[src/rtl/ksm_pkg.sv]
package ksm_pkg;

  typedef enum logic [1:0] {
    ST_IDLE = 2'd0,
    ST_SCAN = 2'd1,
    ST_HOLD = 2'd2
  } ksm_state_e;

  localparam int unsigned MASK_W = 32;

  function automatic logic [MASK_W-1:0] all_rows(input int unsigned rows);
    return (MASK_W'(1) << rows) - MASK_W'(1);
  endfunction

  // idle drive pattern for each sleep code; the top lines always stay high
  function automatic logic [MASK_W-1:0] standby_levels(input logic [1:0] code,
                                                       input int unsigned rows);
    case (code)
      2'b01:   return MASK_W'(1) << (rows - 1);
      2'b10:   return MASK_W'(3) << (rows - 2);
      default: return all_rows(rows);
    endcase
  endfunction

  // rows still used for scanning after the low rows are given away
  function automatic logic [MASK_W-1:0] row_enable(input logic [1:0] sel,
                                                   input int unsigned rows);
    case (sel)
      2'b00:   return all_rows(rows);
      2'b01:   return all_rows(rows) & ~MASK_W'(1);
      default: return all_rows(rows) & ~MASK_W'(3);
    endcase
  endfunction

endpackage

[src/rtl/ksm_timer.sv]
module ksm_timer #(
  parameter int unsigned ROWS          = 6,
  parameter int unsigned SLOT_TICKS    = 62,
  parameter int unsigned CONFIRM_TICKS = 800
) (
  input  logic                    clk,
  input  logic                    rst_n,
  input  logic                    run,
  input  logic                    restart,
  input  logic                    tick,
  output logic [$clog2(ROWS)-1:0] row_idx,
  output logic                    pass_sel,
  output logic                    sweep,
  output logic                    slot_end,
  output logic                    confirm
);
  localparam int unsigned RW = $clog2(ROWS);
  localparam int unsigned SW = $clog2(SLOT_TICKS);
  localparam int unsigned TW = $clog2(CONFIRM_TICKS);

  logic [SW-1:0] slot_q;
  logic [TW-1:0] tcnt_q;
  logic [RW-1:0] row_q;
  logic [1:0]    pass_q;

  assign sweep    = (pass_q != 2'd2);
  assign row_idx  = row_q;
  assign pass_sel = pass_q[0];
  assign slot_end = run && tick && sweep && (slot_q == SW'(SLOT_TICKS - 1));
  assign confirm  = run && tick && (tcnt_q == TW'(CONFIRM_TICKS - 1));

  always_ff @(posedge clk or negedge rst_n) begin
    if (!rst_n) begin
      slot_q <= '0;
      tcnt_q <= '0;
      row_q  <= '0;
      pass_q <= '0;
    end else if (!run || restart) begin
      slot_q <= '0;
      tcnt_q <= '0;
      row_q  <= '0;
      pass_q <= '0;
    end else if (tick) begin
      if (tcnt_q != TW'(CONFIRM_TICKS - 1)) tcnt_q <= tcnt_q + 1'b1;
      if (sweep) begin
        if (slot_q == SW'(SLOT_TICKS - 1)) begin
          slot_q <= '0;
          if (row_q == RW'(ROWS - 1)) begin
            row_q  <= '0;
            pass_q <= pass_q + 2'd1;
          end else begin
            row_q <= row_q + 1'b1;
          end
        end else begin
          slot_q <= slot_q + 1'b1;
        end
      end
    end
  end
endmodule

[src/rtl/ksm_capture.sv]
module ksm_capture #(
  parameter int unsigned ROWS = 6,
  parameter int unsigned COLS = 5
) (
  input  logic                    clk,
  input  logic                    rst_n,
  input  logic [$clog2(ROWS)-1:0] row_idx,
  input  logic                    pass_sel,
  input  logic                    slot_end,
  input  logic [ROWS-1:0]         row_en,
  input  logic [COLS-1:0]         key_ret,
  input  logic                    commit,
  output logic                    match,
  output logic                    empty,
  output logic [ROWS*COLS-1:0]    key_data
);
  localparam int unsigned KEYS = ROWS * COLS;

  logic [COLS-1:0] first_q  [ROWS];
  logic [COLS-1:0] second_q [ROWS];
  logic [KEYS-1:0] first_flat, second_flat;
  logic [COLS-1:0] gated;

  assign gated = row_en[row_idx] ? key_ret : '0;

  always_ff @(posedge clk or negedge rst_n) begin
    if (!rst_n) begin
      for (int r = 0; r < int'(ROWS); r++) begin
        first_q[r]  <= '0;
        second_q[r] <= '0;
      end
    end else if (slot_end) begin
      if (pass_sel) second_q[row_idx] <= gated;
      else          first_q[row_idx]  <= gated;
    end
  end

  for (genvar r = 0; r < ROWS; r++) begin : g_flat
    assign first_flat[r*COLS +: COLS]  = first_q[r];
    assign second_flat[r*COLS +: COLS] = second_q[r];
  end

  assign match = (first_flat == second_flat);
  assign empty = (second_flat == '0);

  always_ff @(posedge clk or negedge rst_n) begin
    if (!rst_n)      key_data <= '0;
    else if (commit) key_data <= second_flat;
  end
endmodule

[src/rtl/keyscan_matrix.sv]
module keyscan_matrix
  import ksm_pkg::*;
#(
  parameter int unsigned ROWS          = 6,
  parameter int unsigned COLS          = 5,
  parameter int unsigned SLOT_TICKS    = 62,
  parameter int unsigned CONFIRM_TICKS = 800
) (
  input  logic                 clk,
  input  logic                 rst_n,
  input  logic                 osc_tick,
  input  logic [COLS-1:0]      key_ret,
  input  logic [1:0]           sleep_code,
  input  logic [1:0]           seg_sel,
  input  logic                 ce,
  input  logic                 rd_done,
  output logic [ROWS-1:0]      scan_line,
  output logic [ROWS*COLS-1:0] key_data,
  output logic                 sleep_ack,
  output logic                 req_n,
  output logic                 osc_en
);
  localparam int unsigned RW = $clog2(ROWS);

  ksm_state_e state_q, state_d;
  logic       sa_q;

  logic [MASK_W-1:0] en_full, idle_full;
  logic [ROWS-1:0]   row_en, idle_lvl;
  logic [RW-1:0]     row_idx;
  logic              pass_sel, sweep, slot_end, confirm, match, empty;

  // named internal events, also observed by the bound checker
  logic idle_w, active_w, hold_w, commit_w, restart_w;

  assign en_full   = row_enable(seg_sel, ROWS);
  assign idle_full = standby_levels(sleep_code, ROWS);
  assign row_en    = en_full[ROWS-1:0];
  assign idle_lvl  = idle_full[ROWS-1:0];

  assign idle_w    = (state_q == ST_IDLE);
  assign hold_w    = (state_q == ST_HOLD);
  assign active_w  = (state_q == ST_SCAN) && sweep;
  assign commit_w  = (state_q == ST_SCAN) && confirm && match;
  assign restart_w = (state_q == ST_SCAN) && confirm && !match;

  ksm_timer #(
    .ROWS(ROWS), .SLOT_TICKS(SLOT_TICKS), .CONFIRM_TICKS(CONFIRM_TICKS)
  ) u_timer (
    .clk(clk), .rst_n(rst_n), .run(state_q == ST_SCAN), .restart(restart_w),
    .tick(osc_tick), .row_idx(row_idx), .pass_sel(pass_sel), .sweep(sweep),
    .slot_end(slot_end), .confirm(confirm)
  );

  ksm_capture #(.ROWS(ROWS), .COLS(COLS)) u_capture (
    .clk(clk), .rst_n(rst_n), .row_idx(row_idx), .pass_sel(pass_sel),
    .slot_end(slot_end), .row_en(row_en), .key_ret(key_ret),
    .commit(commit_w), .match(match), .empty(empty), .key_data(key_data)
  );

  always_comb begin
    state_d = state_q;
    case (state_q)
      ST_IDLE: if (|key_ret) state_d = ST_SCAN;
      ST_SCAN: if (commit_w) state_d = empty ? ST_IDLE : ST_HOLD;
      ST_HOLD: if (rd_done) state_d = ST_SCAN;
      default: state_d = ST_IDLE;
    endcase
  end

  always_ff @(posedge clk or negedge rst_n) begin
    if (!rst_n) begin
      state_q <= ST_IDLE;
      sa_q    <= 1'b0;
    end else begin
      state_q <= state_d;
      if (idle_w && (|key_ret)) sa_q <= (sleep_code != 2'b00);
    end
  end

  always_comb begin
    if (idle_w)        scan_line = idle_lvl & row_en;
    else if (active_w) scan_line = (ROWS'(1) << row_idx) & row_en;
    else               scan_line = '0;
  end

  assign sleep_ack = sa_q;
  assign req_n     = !hold_w || ce;
  assign osc_en    = (sleep_code == 2'b00) || !idle_w;
endmodule

[config.mk]
export PLATFORM = sky130hd
export DESIGN_NAME = keyscan_matrix
export DESIGN_NICKNAME = d
export VERILOG_FILES = /design/src/rtl/ksm_pkg.sv /design/src/rtl/ksm_timer.sv /design/src/rtl/ksm_capture.sv /design/src/rtl/keyscan_matrix.sv
export SDC_FILE = /design/constraint.sdc
export NUM_CORES = 1
export LEC_CHECK = 0
export BUFFER_PORTS_ARGS = -buffer_cell sky130_fd_sc_hd__clkbuf_2
export CORE_MARGIN = 2
export CORE_UTILIZATION = 49
export DETAILED_ROUTE_END_ITERATION = 10
export PLACE_DENSITY = 0.68
export RECOVER_POWER = 25
export SLEW_MARGIN = 30
export SYNTH_ARGS = -nofsm -noshare
export SYNTH_HDL_FRONTEND = slang
export SYNTH_SLANG_ARGS = --single-unit
[constraint.sdc]
create_clock -name clk -period 2.75 [get_ports clk]
set_input_delay 0.4125 -clock clk [delete_from_list [all_inputs] [get_ports clk]]
set_output_delay 0.4125 -clock clk [all_outputs]
set_load 0.05 [all_outputs]
==> reports/qor.txt <==
Status -> finished clean
Area used by multi-input combinational logic -> 2490 µm²
Clk sinks -> 114
Die height -> 110 µm
Drt pass-1 iters -> 4
FF/Latch Area -> 2850 µm²
Tot GR Track Use -> 22.9%
CP delay by family, top -> flip-flops
Worst slew pin tran -> 1150 ps
Post-DP Area -> 5920 µm²
Core ar. -> 10800 µm²
Detailed router's first-iteration violation count -> 269
Fillers -> 868
Overall Power -> 4.16 mW
EDFF count, synth -> 0
Total grt overflow -> 0
PwrDens -> 639 nW/µm²
Sequential area share after synthesis -> 52.2%
Netlist cell types -> 42
Final Critical Period -> 2690 ps
DR WL met3 -> 535 µm
Worst-path cell chain -> inv_1 -> nor3_1 -> a21oi_1 -> nor2_1 -> clkbuf_2
Fin. max-slew vios -> 0
Max clock buf depth -> 2
CP Depth -> 5
Worst reg2reg path depth -> 8
Root buffer cell -> clkbuf_8
Largest family of logic cells by synthesized area -> multiplexers
Unrepaired setup endpoints after global routing -> no
Post-synthesis register bit count -> 114
First-pass GRT wire length -> 20400 µm
Top post-synthesis cells by area -> dfrtp_1, mux2_2, xor2_1, nor2_1, nor4_1
DRC -> 0
Mean Syn Cell Area -> 11.8 µm²
Max Clk Rate -> 372 MHz
Drt via density -> 5.68
Commonest cells after routing, fill and taps aside -> dfrtp_1, mux2_2, clkbuf_2
Site row count -> 38
# setup viols final -> 0
Clk Latency, worst-skew pair -> 520 ps
Yosys warnings -> 0
Synth Net Count -> 486
Dpl hpwl -> 8510 µm
WP buf/inv -> 2
H-tree levels -> 4
CP max stage cell -> dfrtp_1
Antenna cells -> 0
I/O pin cnt -> 53
Share of layout cells above drive strength 1 -> 36.0%
Crit. End Element -> output port
DIE AREA -> 12000 µm²
Via count -> 3877
Post-synthesis compound-gate area fraction -> 5.65%
Top sig layer -> met4
Slew headroom -> 23.7%
Number of antenna-violating nets in the routed design -> 0
VDD IR-drop max -> 0.000379 V
Xor/xnor share of the synthesized area -> 5.29%
Initial antenna violation count -> 0
Post-Synth Adder-Cell Area -> 1.60%
Area Overhead vs Synth -> 19.1%
Largest net degree at the start of global routing -> 47
Reg2reg end -> u_capture.first_flat[26]
Most common cell after layout, fill and taps aside -> dfrtp_1
Cell accounting for the most synthesized area -> dfrtp_1
Crit path DAT -> 2280 ps
Max Cap Viol -> 0
Post-synth top area share -> 52.2%
Worst setup SP type -> flop
Final GP Congestion -> 0.866
Starting density of the core -> 50.4%
Synth Cell Area -> 5470 µm²
TNS Setup -> 0 ps
RR Startpoint -> u_timer.pass_q[0]
# nets final -> 550
Async S/R FF share, synth -> 100%
Worst Setup SP -> u_timer.row_idx[2]
Final hold vios -> 0
Wire length per cell -> 18.3 µm
Die width -> 110 µm
Post-Synth Simple-Gate Area -> 14.0%
Worst Skew -> 9.52 ps
Kind of critical path -> reg2out
Routed wire length on met2 -> 6230 µm
WL met1 -> 5500 µm
Crit-path max FO -> 9
Reg2reg setup slack -> 240 ps
Synth Instances -> 465
WP data required -> 2340 ps
CTS clock-pin slew for the worst setup and hold paths -> 60 ps
CP peak stage delay -> 590 ps
Static Leak -> 3.39 nW
Worst Setup EP -> scan_line[4]
Detailed Route WL -> 12500 µm
Vias in the first global route -> 4006
Multiplexer share of the synthesized area -> 18.7%
I/O Buffers -> 52
Ys flop type -> dfrtp_1
Fin area -> 6510 µm²
Final Cycle Share -> 97.8%
Tightest Hold Check Type -> in2reg
CTS tree -> yes
Cts bufs inserted -> 17
==> through the flow <==
step / instances / utilization, % / setup WS, ps / hold slack (ps)
floorplan: 465 / - / 240 / 117
global placement: 649 / 54.6 / 323 / 443
detailed placement: 649 / 54.6 / 190 / 457
CTS: 682 / 60.0 / 123 / 80.0
global route: 682 / 60.1 / 7.39 / 93.4
finish: 682 / 60.1 / 59.9 / 99.3
==> sequential cells by signal, summed over array words and instances (netlist names) <==
register	count
u_capture.key_data	30
sleep_ack	1
state_q	2
u_capture.first_flat	30
u_timer.tcnt_q	10
u_timer.slot_q	6
u_timer.row_idx	3
u_capture.second_flat	30
u_timer.pass_q	2
==> final cells by class <==
cell class / instances / area share [%]
tap: 140 / 2.69
inverter: 10 / 0.576
sequential: 114 / 43.8
clock buffer: 20 / 6.69
clock inverter: 12 / 2.07
multi-input combinational: 321 / 38.2
timing repair buffer: 65 / 5.92
==> layer usage <==
layer	GRT usage, %	vias up
met4	9.67	0
li1	-	1806
met3	5.33	17
met1	29.8	1955
met2	36.9	99
met5	0	-
==> Yosys cell counts (all sizes together) (10+ instances only) <==
cell type  number
a21oi          19
o21ai          14
nor2           35
clkbuf         15
xor2           33
nor4           19
inv            10
nor3           12
nand3          12
dfrtp         114
nand2          23
mux2           90
==> power by group <==
part / total [mW] / switching, mW / internal (mW)
sequential: 1.79 / 0.0639 / 1.73
combinational: 0.274 / 0.180 / 0.0941
clock: 2.10 / 0.784 / 1.31
total: 4.16 / 1.03 / 3.14
==> worst min path at each step <==
stage            start                 to  slack, ps  cells past startpoint
3_5_place_dp     rst_n  u_timer.slot_q[3]        460                      1
6_report       rd_done         state_q[1]        100                      2
3_3_place_gp     rst_n  u_timer.slot_q[2]        440                      1
2_1_floorplan    rst_n          sleep_ack        120                      0
4_1_cts        rd_done         state_q[1]         80                      2
5_1_grt        rd_done         state_q[1]         90                      2
==> timing repair <==
action	in CTS	in global routing
resized for setup	0	4
hold endpoints to repair	42	0
setup endpoints to repair	0	25
hold buffers	1	0
buffers inserted	0	0
==> cell families after synthesis <==
family,count (synthesis)
and+or+nand+nor,138
xor gates and xnor gates,33
adders and majority gates,7
muxes,91
buffers and inverters,30
DFF,114
AOI/OAI and AO/OA,52
Note: power is estimated with default switching activity, not from simulation.
